--- config.mk ---
export PLATFORM = sky130hd
export DESIGN_NAME = hdlc_tx_ctrl
export DESIGN_NICKNAME = d
export VERILOG_FILES = /design/src/rtl/hdlc_tx_pkg.sv /design/src/rtl/hdlc_tx_fifo.sv /design/src/rtl/hdlc_tx_serial.sv /design/src/rtl/hdlc_tx_ctrl.sv
export SDC_FILE = /design/constraint.sdc
export NUM_CORES = 1
export LEC_CHECK = 0
export BUFFER_PORTS_ARGS = -buffer_cell sky130_fd_sc_hd__buf_2
export CORE_MARGIN = 2
export CORE_UTILIZATION = 50
export CTS_CLUSTER_SIZE = 24
export DETAILED_ROUTE_END_ITERATION = 10
export PLACE_DENSITY = 0.71
export REMOVE_ABC_BUFFERS = 1
export SLEW_MARGIN = 30
export SYNTH_ARGS = -nofsm -noshare
export SYNTH_HDL_FRONTEND = slang
export SYNTH_SLANG_ARGS = --single-unit
--- constraint.sdc ---
create_clock -name clk -period 3.1 [get_ports clk]
set_input_delay 0.155 -clock clk [delete_from_list [all_inputs] [get_ports clk]]
set_output_delay 0.155 -clock clk [all_outputs]
set_load 0.01 [all_outputs]
--- src/rtl/hdlc_tx_pkg.sv ---
package hdlc_tx_pkg;

    localparam logic [7:0]  FLAG_BYTE  = 8'h7E;
    localparam logic [7:0]  ABORT_BYTE = 8'hFF;
    localparam logic [7:0]  MARK_BYTE  = 8'hFF;   // raw-mode idle pattern
    localparam logic [15:0] CRC_INIT   = 16'hFFFF;
    localparam logic [15:0] CRC_POLY_R = 16'h8408; // 0x1021 bit-reflected
    localparam int          STUFF_RUN  = 5;

    typedef enum logic [2:0] {
        TX_IDLE,
        TX_OPEN,
        TX_DATA,
        TX_FCS,
        TX_CLOSE,
        TX_ABORT
    } tx_state_e;

    function automatic logic [15:0] crc_shift(input logic [15:0] c, input logic b);
        logic [15:0] r;
        r = {1'b0, c[15:1]};
        if (c[0] ^ b) r = r ^ CRC_POLY_R;
        return r;
    endfunction

endpackage

--- src/rtl/hdlc_tx_fifo.sv ---
module hdlc_tx_fifo #(
    parameter int SMALL_BLK = 16,
    parameter int BIG_BLK   = 32
) (
    input  logic       clk,
    input  logic       rst_n,
    input  logic       clear,
    input  logic       big_blk,
    input  logic       wr_en,
    input  logic [7:0] wr_data,
    input  logic       commit,
    input  logic       pop,
    output logic [7:0] rd_data,
    output logic       avail,
    output logic       last
);
    localparam int DEPTH = BIG_BLK;
    localparam int AW    = (DEPTH > 1) ? $clog2(DEPTH) : 1;
    localparam int LW    = $clog2(DEPTH + 1);
    localparam logic [LW-1:0] LIM_SMALL = LW'(SMALL_BLK);
    localparam logic [LW-1:0] LIM_BIG   = LW'(BIG_BLK);
    localparam logic [AW-1:0] PTR_TOP   = AW'(DEPTH - 1);

    typedef struct packed {
        logic [AW-1:0] wptr;
        logic [AW-1:0] rptr;
        logic [LW-1:0] level;
        logic [LW-1:0] held;   // committed bytes not yet popped
    } fifo_t;

    fifo_t q, n;
    logic [7:0] mem [DEPTH];
    logic [LW-1:0] lim;
    logic [LW-1:0] pop_w;
    logic [LW-1:0] push_w;
    logic push;

    always_comb begin
        n      = q;
        lim    = big_blk ? LIM_BIG : LIM_SMALL;
        push   = wr_en && !clear && (q.level < lim);
        pop_w  = {{(LW-1){1'b0}}, pop};
        push_w = {{(LW-1){1'b0}}, push};
        if (clear) begin
            n = '0;
        end else begin
            if (push) n.wptr = (q.wptr == PTR_TOP) ? '0 : q.wptr + 1'b1;
            if (pop)  n.rptr = (q.rptr == PTR_TOP) ? '0 : q.rptr + 1'b1;
            n.level = q.level + push_w - pop_w;
            n.held  = commit ? (q.level - pop_w) : (q.held - pop_w);
        end
    end

    always_ff @(posedge clk or negedge rst_n) begin
        if (!rst_n) q <= '0;
        else        q <= n;
    end

    always_ff @(posedge clk) begin
        if (push) mem[q.wptr] <= wr_data;
    end

    assign rd_data = mem[q.rptr];
    assign avail   = (q.held != '0);
    assign last    = (q.held == LW'(1));

endmodule

--- src/rtl/hdlc_tx_serial.sv ---
module hdlc_tx_serial
    import hdlc_tx_pkg::*;
(
    input  logic       clk,
    input  logic       rst_n,
    input  logic       bit_en,
    input  logic       cmd_xmit,
    input  logic       cmd_end,
    input  logic       cmd_reset,
    input  logic       cfg_no_crc,
    input  logic       cfg_raw,
    input  logic [7:0] rd_data,
    input  logic       avail,
    input  logic       last,
    output logic       pop,
    output logic       txd,
    output logic       irq,
    output logic       underrun
);
    typedef struct packed {
        tx_state_e   st;
        logic [7:0]  sh;
        logic [2:0]  bitn;
        logic [2:0]  ones;
        logic [15:0] crc;
        logic        fcs_hi;
        logic        go;
        logic        endm;
        logic        txd;
        logic        undr;
        logic        irq;
    } ser_t;

    ser_t q, n;
    logic want;
    logic stuffing;
    logic [7:0] idle_byte;

    always_comb begin
        n         = q;
        n.irq     = 1'b0;
        pop       = 1'b0;
        want      = 1'b0;
        idle_byte = cfg_raw ? MARK_BYTE : FLAG_BYTE;
        stuffing  = !cfg_raw && (q.st == TX_DATA || q.st == TX_FCS);
        if (cmd_reset) begin
            n.go   = 1'b0;
            n.endm = 1'b0;
            n.undr = 1'b0;
            n.ones = 3'd0;
            if (q.st != TX_IDLE) begin
                n.st     = TX_ABORT;
                n.sh     = ABORT_BYTE;
                n.bitn   = 3'd0;
                n.fcs_hi = 1'b0;
            end
        end else begin
            if (cmd_xmit || cmd_end) n.go = 1'b1;
            if (cmd_end)             n.endm = 1'b1;
            if (bit_en) begin
                if (q.ones == 3'(STUFF_RUN)) begin
                    n.txd  = 1'b0;
                    n.ones = 3'd0;
                end else begin
                    n.txd  = q.sh[0];
                    n.sh   = {1'b0, q.sh[7:1]};
                    n.bitn = q.bitn + 3'd1;
                    n.ones = (stuffing && q.sh[0]) ? q.ones + 3'd1 : 3'd0;
                    if (q.st == TX_DATA) n.crc = crc_shift(q.crc, q.sh[0]);
                    if (q.bitn == 3'd7) begin
                        case (q.st)
                            TX_IDLE: begin
                                if (q.go && avail) begin
                                    if (cfg_raw) begin
                                        want = 1'b1;
                                    end else begin
                                        n.st = TX_OPEN;
                                        n.sh = FLAG_BYTE;
                                    end
                                end else begin
                                    n.sh = idle_byte;
                                end
                            end
                            TX_OPEN: begin
                                n.crc = CRC_INIT;
                                want  = 1'b1;
                            end
                            TX_DATA: want = 1'b1;
                            TX_FCS: begin
                                if (!q.fcs_hi) begin
                                    n.sh     = ~q.crc[15:8];
                                    n.fcs_hi = 1'b1;
                                end else begin
                                    n.st = TX_CLOSE;
                                    n.sh = FLAG_BYTE;
                                end
                            end
                            default: begin
                                n.st     = TX_IDLE;
                                n.sh     = idle_byte;
                                n.go     = 1'b0;
                                n.endm   = 1'b0;
                                n.fcs_hi = 1'b0;
                            end
                        endcase
                        if (want) begin
                            if (avail) begin
                                pop   = 1'b1;
                                n.sh  = rd_data;
                                n.st  = TX_DATA;
                                n.irq = last && !q.endm;
                            end else if (q.endm) begin
                                if (cfg_raw) begin
                                    n.st   = TX_IDLE;
                                    n.sh   = MARK_BYTE;
                                    n.go   = 1'b0;
                                    n.endm = 1'b0;
                                end else if (!cfg_no_crc) begin
                                    n.st     = TX_FCS;
                                    n.sh     = ~n.crc[7:0];
                                    n.fcs_hi = 1'b0;
                                end else begin
                                    n.st = TX_CLOSE;
                                    n.sh = FLAG_BYTE;
                                end
                            end else begin
                                n.st   = TX_ABORT;
                                n.sh   = ABORT_BYTE;
                                n.undr = 1'b1;
                            end
                        end
                    end
                end
            end
        end
    end

    always_ff @(posedge clk or negedge rst_n) begin
        if (!rst_n) begin
            q      <= '0;
            q.st   <= TX_IDLE;
            q.sh   <= FLAG_BYTE;
            q.crc  <= CRC_INIT;
            q.txd  <= 1'b1;
        end else begin
            q <= n;
        end
    end

    assign txd      = q.txd;
    assign irq      = q.irq;
    assign underrun = q.undr;

endmodule

--- src/rtl/hdlc_tx_ctrl.sv ---
module hdlc_tx_ctrl #(
    parameter int SMALL_BLK = 16,
    parameter int BIG_BLK   = 32
) (
    input  logic       clk,
    input  logic       rst_n,
    input  logic       bit_en,
    input  logic       wr_en,
    input  logic [7:0] wr_data,
    input  logic       cmd_xmit,
    input  logic       cmd_end,
    input  logic       cmd_reset,
    input  logic       cfg_big_blk,
    input  logic       cfg_no_crc,
    input  logic       cfg_raw,
    output logic       txd,
    output logic       pool_irq,
    output logic       underrun
);
    logic [7:0] rd_data;
    logic       avail;
    logic       last;
    logic       pop;

    hdlc_tx_fifo #(
        .SMALL_BLK (SMALL_BLK),
        .BIG_BLK   (BIG_BLK)
    ) i_fifo (
        .clk     (clk),
        .rst_n   (rst_n),
        .clear   (cmd_reset),
        .big_blk (cfg_big_blk),
        .wr_en   (wr_en),
        .wr_data (wr_data),
        .commit  (cmd_xmit || cmd_end),
        .pop     (pop),
        .rd_data (rd_data),
        .avail   (avail),
        .last    (last)
    );

    hdlc_tx_serial i_serial (
        .clk        (clk),
        .rst_n      (rst_n),
        .bit_en     (bit_en),
        .cmd_xmit   (cmd_xmit),
        .cmd_end    (cmd_end),
        .cmd_reset  (cmd_reset),
        .cfg_no_crc (cfg_no_crc),
        .cfg_raw    (cfg_raw),
        .rd_data    (rd_data),
        .avail      (avail),
        .last       (last),
        .pop        (pop),
        .txd        (txd),
        .irq        (pool_irq),
        .underrun   (underrun)
    );

endmodule

Word level (Yosys, flattened, before mapping)
Memories as Yosys holds them, arrays and structs flattened.
Index checks and enable logic that the tools add are counted.
{"block": "classes", "n_div": 0, "n_shift": 0, "n_reduce_logical": 28, "n_mux": 71, "magnitude_cmp": 1, "n_mul": 0, "add_sub_neg": 8, "bitwise_logic": 6, "n_eq_ne": 16}
{"op": "$mux 16", "n": 7}
{"op": "$mux 11", "n": 7}
{"op": "$mux 39", "n": 1}
{"op": "$mux 19", "n": 2}
{"op": "$pmux 11 s3", "n": 1}
{"op": "$mux 14", "n": 2}
{"op": "$mux 1", "n": 25}
{"op": "$mux 3", "n": 8}
{"op": "$mux 8", "n": 3}
{"op": "$mux 22", "n": 1}
{"op": "$mux 5", "n": 4}
{"op": "$sub 6x1->6", "n": 3}
{"op": "$mux 17", "n": 1}
{"op": "$not 8->8", "n": 2}
{"op": "$mux 6", "n": 2}
{"op": "$add 5x1->5 const B", "n": 2}
{"op": "$eq 5x5->1 const B", "n": 2}
{"op": "$mux 2", "n": 5}
{"op": "$reduce_bool 2->1", "n": 5}
{"op": "$ne 4x3->1 const B", "n": 2}
{"op": "$reduce_and 8->1", "n": 1}
{"op": "$add 3x1->3 const B", "n": 2}
{"op": "$add 6x1->6", "n": 1}
{"op": "$eq 3x2->1 const B", "n": 2}
{"op": "25 further kinds", "n": 39}
{"block": "totals", "out_inout_bits": 3, "n_memories": 1, "ram_bits": 256, "input_bits": 18, "word_cells": 146, "register_bits": 61, "latchBits": 0, "mem_bits_ro": 0}
{"name": "i_fifo.mem", "depth": 32, "word_bits": 8, "read_ports": 1, "rd_ports_with_merged_regs": 0, "write_ports": 1, "line": "hdlc_tx_fifo.sv:32", "source": "logic [7:0] mem [DEPTH];"}

Longest topological paths before layout
{"block": "logic_depth", "word_depth": 18, "depth_mapped": 16, "mapped_depth_nobuf": 15}

Cells and area by module
From an unflattened synthesis, not the netlist that was laid out.
{"block": "unflattened", "cells_unflattened": 907, "area_unflattened_um2": 13693.1}
{"module": "hdlc_tx_fifo", "area_each_um2": 11390.9, "cells_each": 657, "n_inst": 1}
{"module": "hdlc_tx_serial", "area_each_um2": 2296.0, "cells_each": 249, "n_inst": 1}
{"module": "hdlc_tx_ctrl", "area_each_um2": 6.3, "cells_each": 1, "n_inst": 1}

Least setup slack after synthesis
Ideal clock, no wire load.
{"block": "synth_timing", "path_type": "reg-to-reg", "from": "register i_serial.q[25] in the netlist's numbering", "to": "register i_fifo.q[10] in the netlist's numbering", "stages_incl_launch_ff": 17, "required_time_ns": 2.968, "arrival_ns": 3.059, "path_slack_ns": -0.091, "cell_sequence": "dfrtp_1 ha_1 ha_1 buf_4 and2b_2 nand3_1 a2111oi_2 ha_1 inv_1 ha_1 inv_1 fa_1 inv_1 a21o_1 a21oi_1 xor2_1 nor2_1"}
{"element": "start, declared", "line": "hdlc_tx_serial.sv:34", "source": "ser_t q, n;"}
{"element": "start signal, assigned", "line": "hdlc_tx_serial.sv:146", "source": "q <= n;"}
{"element": "end signal, assigned", "line": "hdlc_tx_fifo.sv:56", "source": "else q <= n;"}
{"element": "end, declared", "line": "hdlc_tx_fifo.sv:31", "source": "fifo_t q, n;"}

==> metrics.md <==
| Metric | Value |
|---|---|
| Outcome | completed |
| Starting Density | 50.7% |
| Vias/cell | 6.12 |
| Synthesized area | 13600 um^2 |
| Async S/R FF share, synth | 19.2% |
| Crit path buffers/inverters | 3 |
| Die Height | 169 um |
| Slowest CP cell | or4_4 |
| Worst skew pair latency | 0.52 ns |
| Pins over their slew limit | 0 |
| Proportion of synthesized area in mux cells | 13.1% |
| Post-DP HPWL | 18600 um |
| Placed cells | 1241 |
| Max Freq | 352 MHz |
| Cell mode on critical path | inv_1 |
| Layout Cells excl Fill | 1309 |
| Post-route cell area | 15700 um^2 |
| Post-Syn Area per Cell | 15.9 um^2 |
| Final setup margin | 0.258 ns |
| Vias | 8011 |
| DRT Pass-1 Iters | 6 |
| Avg WL per Cell | 22.2 um |
| CP Capture Type | register |
| GRT Residual Overflow | 0 |
| Commonest cells after routing, fill and taps aside | edfxtp_1 (256), nor2_1 (71), mux4_2 (62) |
| Final period utilization | 91.7% |
| Critical path class | reg2reg |
| Die Wd | 169 um |
| Initial antenna violation count | 0 |
| Endpoints failing setup | 0 |
| Area Growth Syn to Fin | 15.0% |
| Hold WS | 0.0404 ns |
| Core Region | 26900 um^2 |
| Site Rows | 60 |
| Pwr Total | 9.27 mW |
| Fin nets | 981 |
| Root Buffer | clkbuf_16 |
| Largest family of logic cells by synthesized area | multiplexers |
| I/O pins | 21 |
| Compound-Gate Fraction of Synth Area | 6.79% |
| Final wirelength | 29100 um |
| Final core occ | 58.3% |
| TritonCTS clock tree | done |
| Final TNS setup | 0 ns |
| Number of flops mapped to enable cells by yosys | 256 |
| Yosys cell types | 70 |
| Yosys warns | 0 |
| First-pass GRT wire length | 45700 um |
| Slew headroom | 42.2% |
| Synth Instances | 859 |
| CP delay by family, top | adder cells |
| Actual slew at the worst max-slew pin | 0.867 ns |
| R2r setup slk | 0.26 ns |
| XOR/XNOR Fraction of Synth Area | 0.836% |
| Period minus WS final | 2.84 ns |
| Number of max-cap violations | 0 |
| WP data required | 3.48 ns |
| DRC | 0 |
| Largest net degree at the start of global routing | 33 |
| Crit path DAT | 3.23 ns |
| Min-Delay Path Class | in2reg |
| RD Place Congestion | 0.921 |
| Share of cells above drive strength 1 | 24.4% |
| TritonCTS sink count | 317 |
| Adder-cell share of the synthesized area | 2.06% |
| Clk pin slew, worst setup/hold paths | 0.06 ns |
| Static leakage | 5.34 nW |
| CP startpoint kind | register |
| Gr usage total | 21.0% |
| Simple-Gate Fraction of Synth Area | 7.44% |
| DR iter-0 viols | 834 |
| TritonCTS Buffers | 35 |
| CP cell instances | or4_4 > nor3_2 > a2111oi_4 > ha_1 > inv_1 > ha_1 > inv_1 > fa_1 > inv_1 > a21o_1 > a21oi_1 > xor2_1 > nor2_1 |
| #FFs+latches synth | 317 |
| Worst slack, placed | 0.211 ns |
| I/O Buffers | 20 |
| Antenna cells | 0 |
| PD cells | 592 nW/um^2 |
| Worst path max stage delay | 0.55 ns |
| Die ar. | 28600 um^2 |
| Clk buf depth | 3 |
| Vias in the first global route | 7880 |
| Worst vdd ir | 0.496 mV |
| Hold Vio Cnt, Final | 0 |
| Fillers | 2062 |
| H-tree Lvls | 2 |
| Clock skew | 0.0177 ns |
| CP Max Fanout | 4 |
| Seq/Total Area, Yosys | 67.9% |
| Antenna Nets Post-Route | 0 |
| RSZ-0062 raised after global routing | false |
| DP Area | 14500 um^2 |
| Most common cell after layout, fill and taps aside | edfxtp_1 |
| Synth Flop Type | edfxtp_1 |
## path summary, 6_finish.rpt
kind	depth (start not counted)	endpoint	from
worst max-delay path	13	i_fifo.q[10]	i_fifo.q[3]
worst min-delay path	3	i_serial.q[34]	bit_en
worst max register to register	13	i_fifo.q[10]	i_fifo.q[3]
worst min register to register	1	i_serial.q[25]	i_serial.q[25]
max in group asynchronous	3	i_serial.q[10]	rst_n
min in group asynchronous	2	i_fifo.q[19]	rst_n
## cell families after synthesis
| family | Yosys count |
|---|---|
| AND/OR/NAND/NOR | 208 |
| flip-flops | 317 |
| multiplexers | 100 |
| adder cells (fa/ha/maj) | 22 |
| buffers and inverters | 62 |
| XOR/XNOR | 13 |
| AO/OA/AOI/OAI | 137 |
## per-layer routing
| layer | share of wire (%) | GRT usage (%) | vias up |
|---|---|---|---|
| met1 | 43 | 30.8 | 4092 |
| met2 | 47 | 32.8 | 316 |
| met5 | 0 | 0 | - |
| met3 | 6.8 | 3.04 | 60 |
| li1 | - | - | 3543 |
| met4 | 2.9 | 6.95 | 0 |
## registers in the layout (all words and copies together), names as in the netlist
| register | flops |
|---|---|
| i_serial.underrun | 1 |
| i_serial.txd | 1 |
| i_fifo.mem | 256 |
| i_fifo.q | 22 |
| i_serial.irq | 1 |
| i_serial.q | 36 |
## power breakdown
part | switching, mW | total [mW] | leakage [nW] | internal [mW]
logic | 0.310 | 0.505 | 1.76 | 0.195
clock network | 1.64 | 4.03 | 0.541 | 2.39
registers | 0.0564 | 4.73 | 3.04 | 4.68
## Yosys cell counts, types with 5 or more instances
cell	count	area (um^2)
o22a_1	8	70.1
nor3_1	13	65.1
mux4_2	62	1400
buf_2	13	65.1
dfrtp_1	38	951
o21ai_0	33	165
nor2b_1	10	62.6
and3_1	7	43.8
nand2_1	50	188
nor2_1	71	267
clkbuf_1	19	71.3
dfstp_2	23	604
edfxtp_1	256	7690
inv_1	21	78.8
xor2_1	5	43.8
nand3_1	17	85.1
a211oi_1	5	37.5
nor4_1	5	31.3
buf_1	6	22.5
a21oi_1	28	140
a31oi_1	6	37.5
ha_1	20	250
xnor2_1	8	70.1
mux2i_1	33	330
a22oi_1	6	45.0
o22ai_1	8	50.1
o211ai_1	6	45.0
## worst min-delay path, cell delays in order
cell	delay, ns
buf_2	0.18
o21ai_0	0.13
a2111oi_2	0.08
## layout make-up
type | count | area [um^2] | area share, %
flip-flops and latches | 317 | 9250 | 59.1
multi-input cells | 480 | 4140 | 26.4
clock buffers | 44 | 930 | 5.94
repair buffers | 86 | 643 | 4.11
well taps | 341 | 427 | 2.72
clock inverters | 19 | 189 | 1.21
inverters | 22 | 82.6 | 0.527
## timing repair
| action | CTS | global route |
|---|---|---|
| gates resized for setup | 0 | 2 |
| hold buffers | 4 | 0 |
| hold endpoints to repair | 26 | 0 |
| setup endpoints to repair | 0 | 2 |
| buffers inserted | 0 | 1 |
No activity file was read; power rests on OpenSTA's default activity.
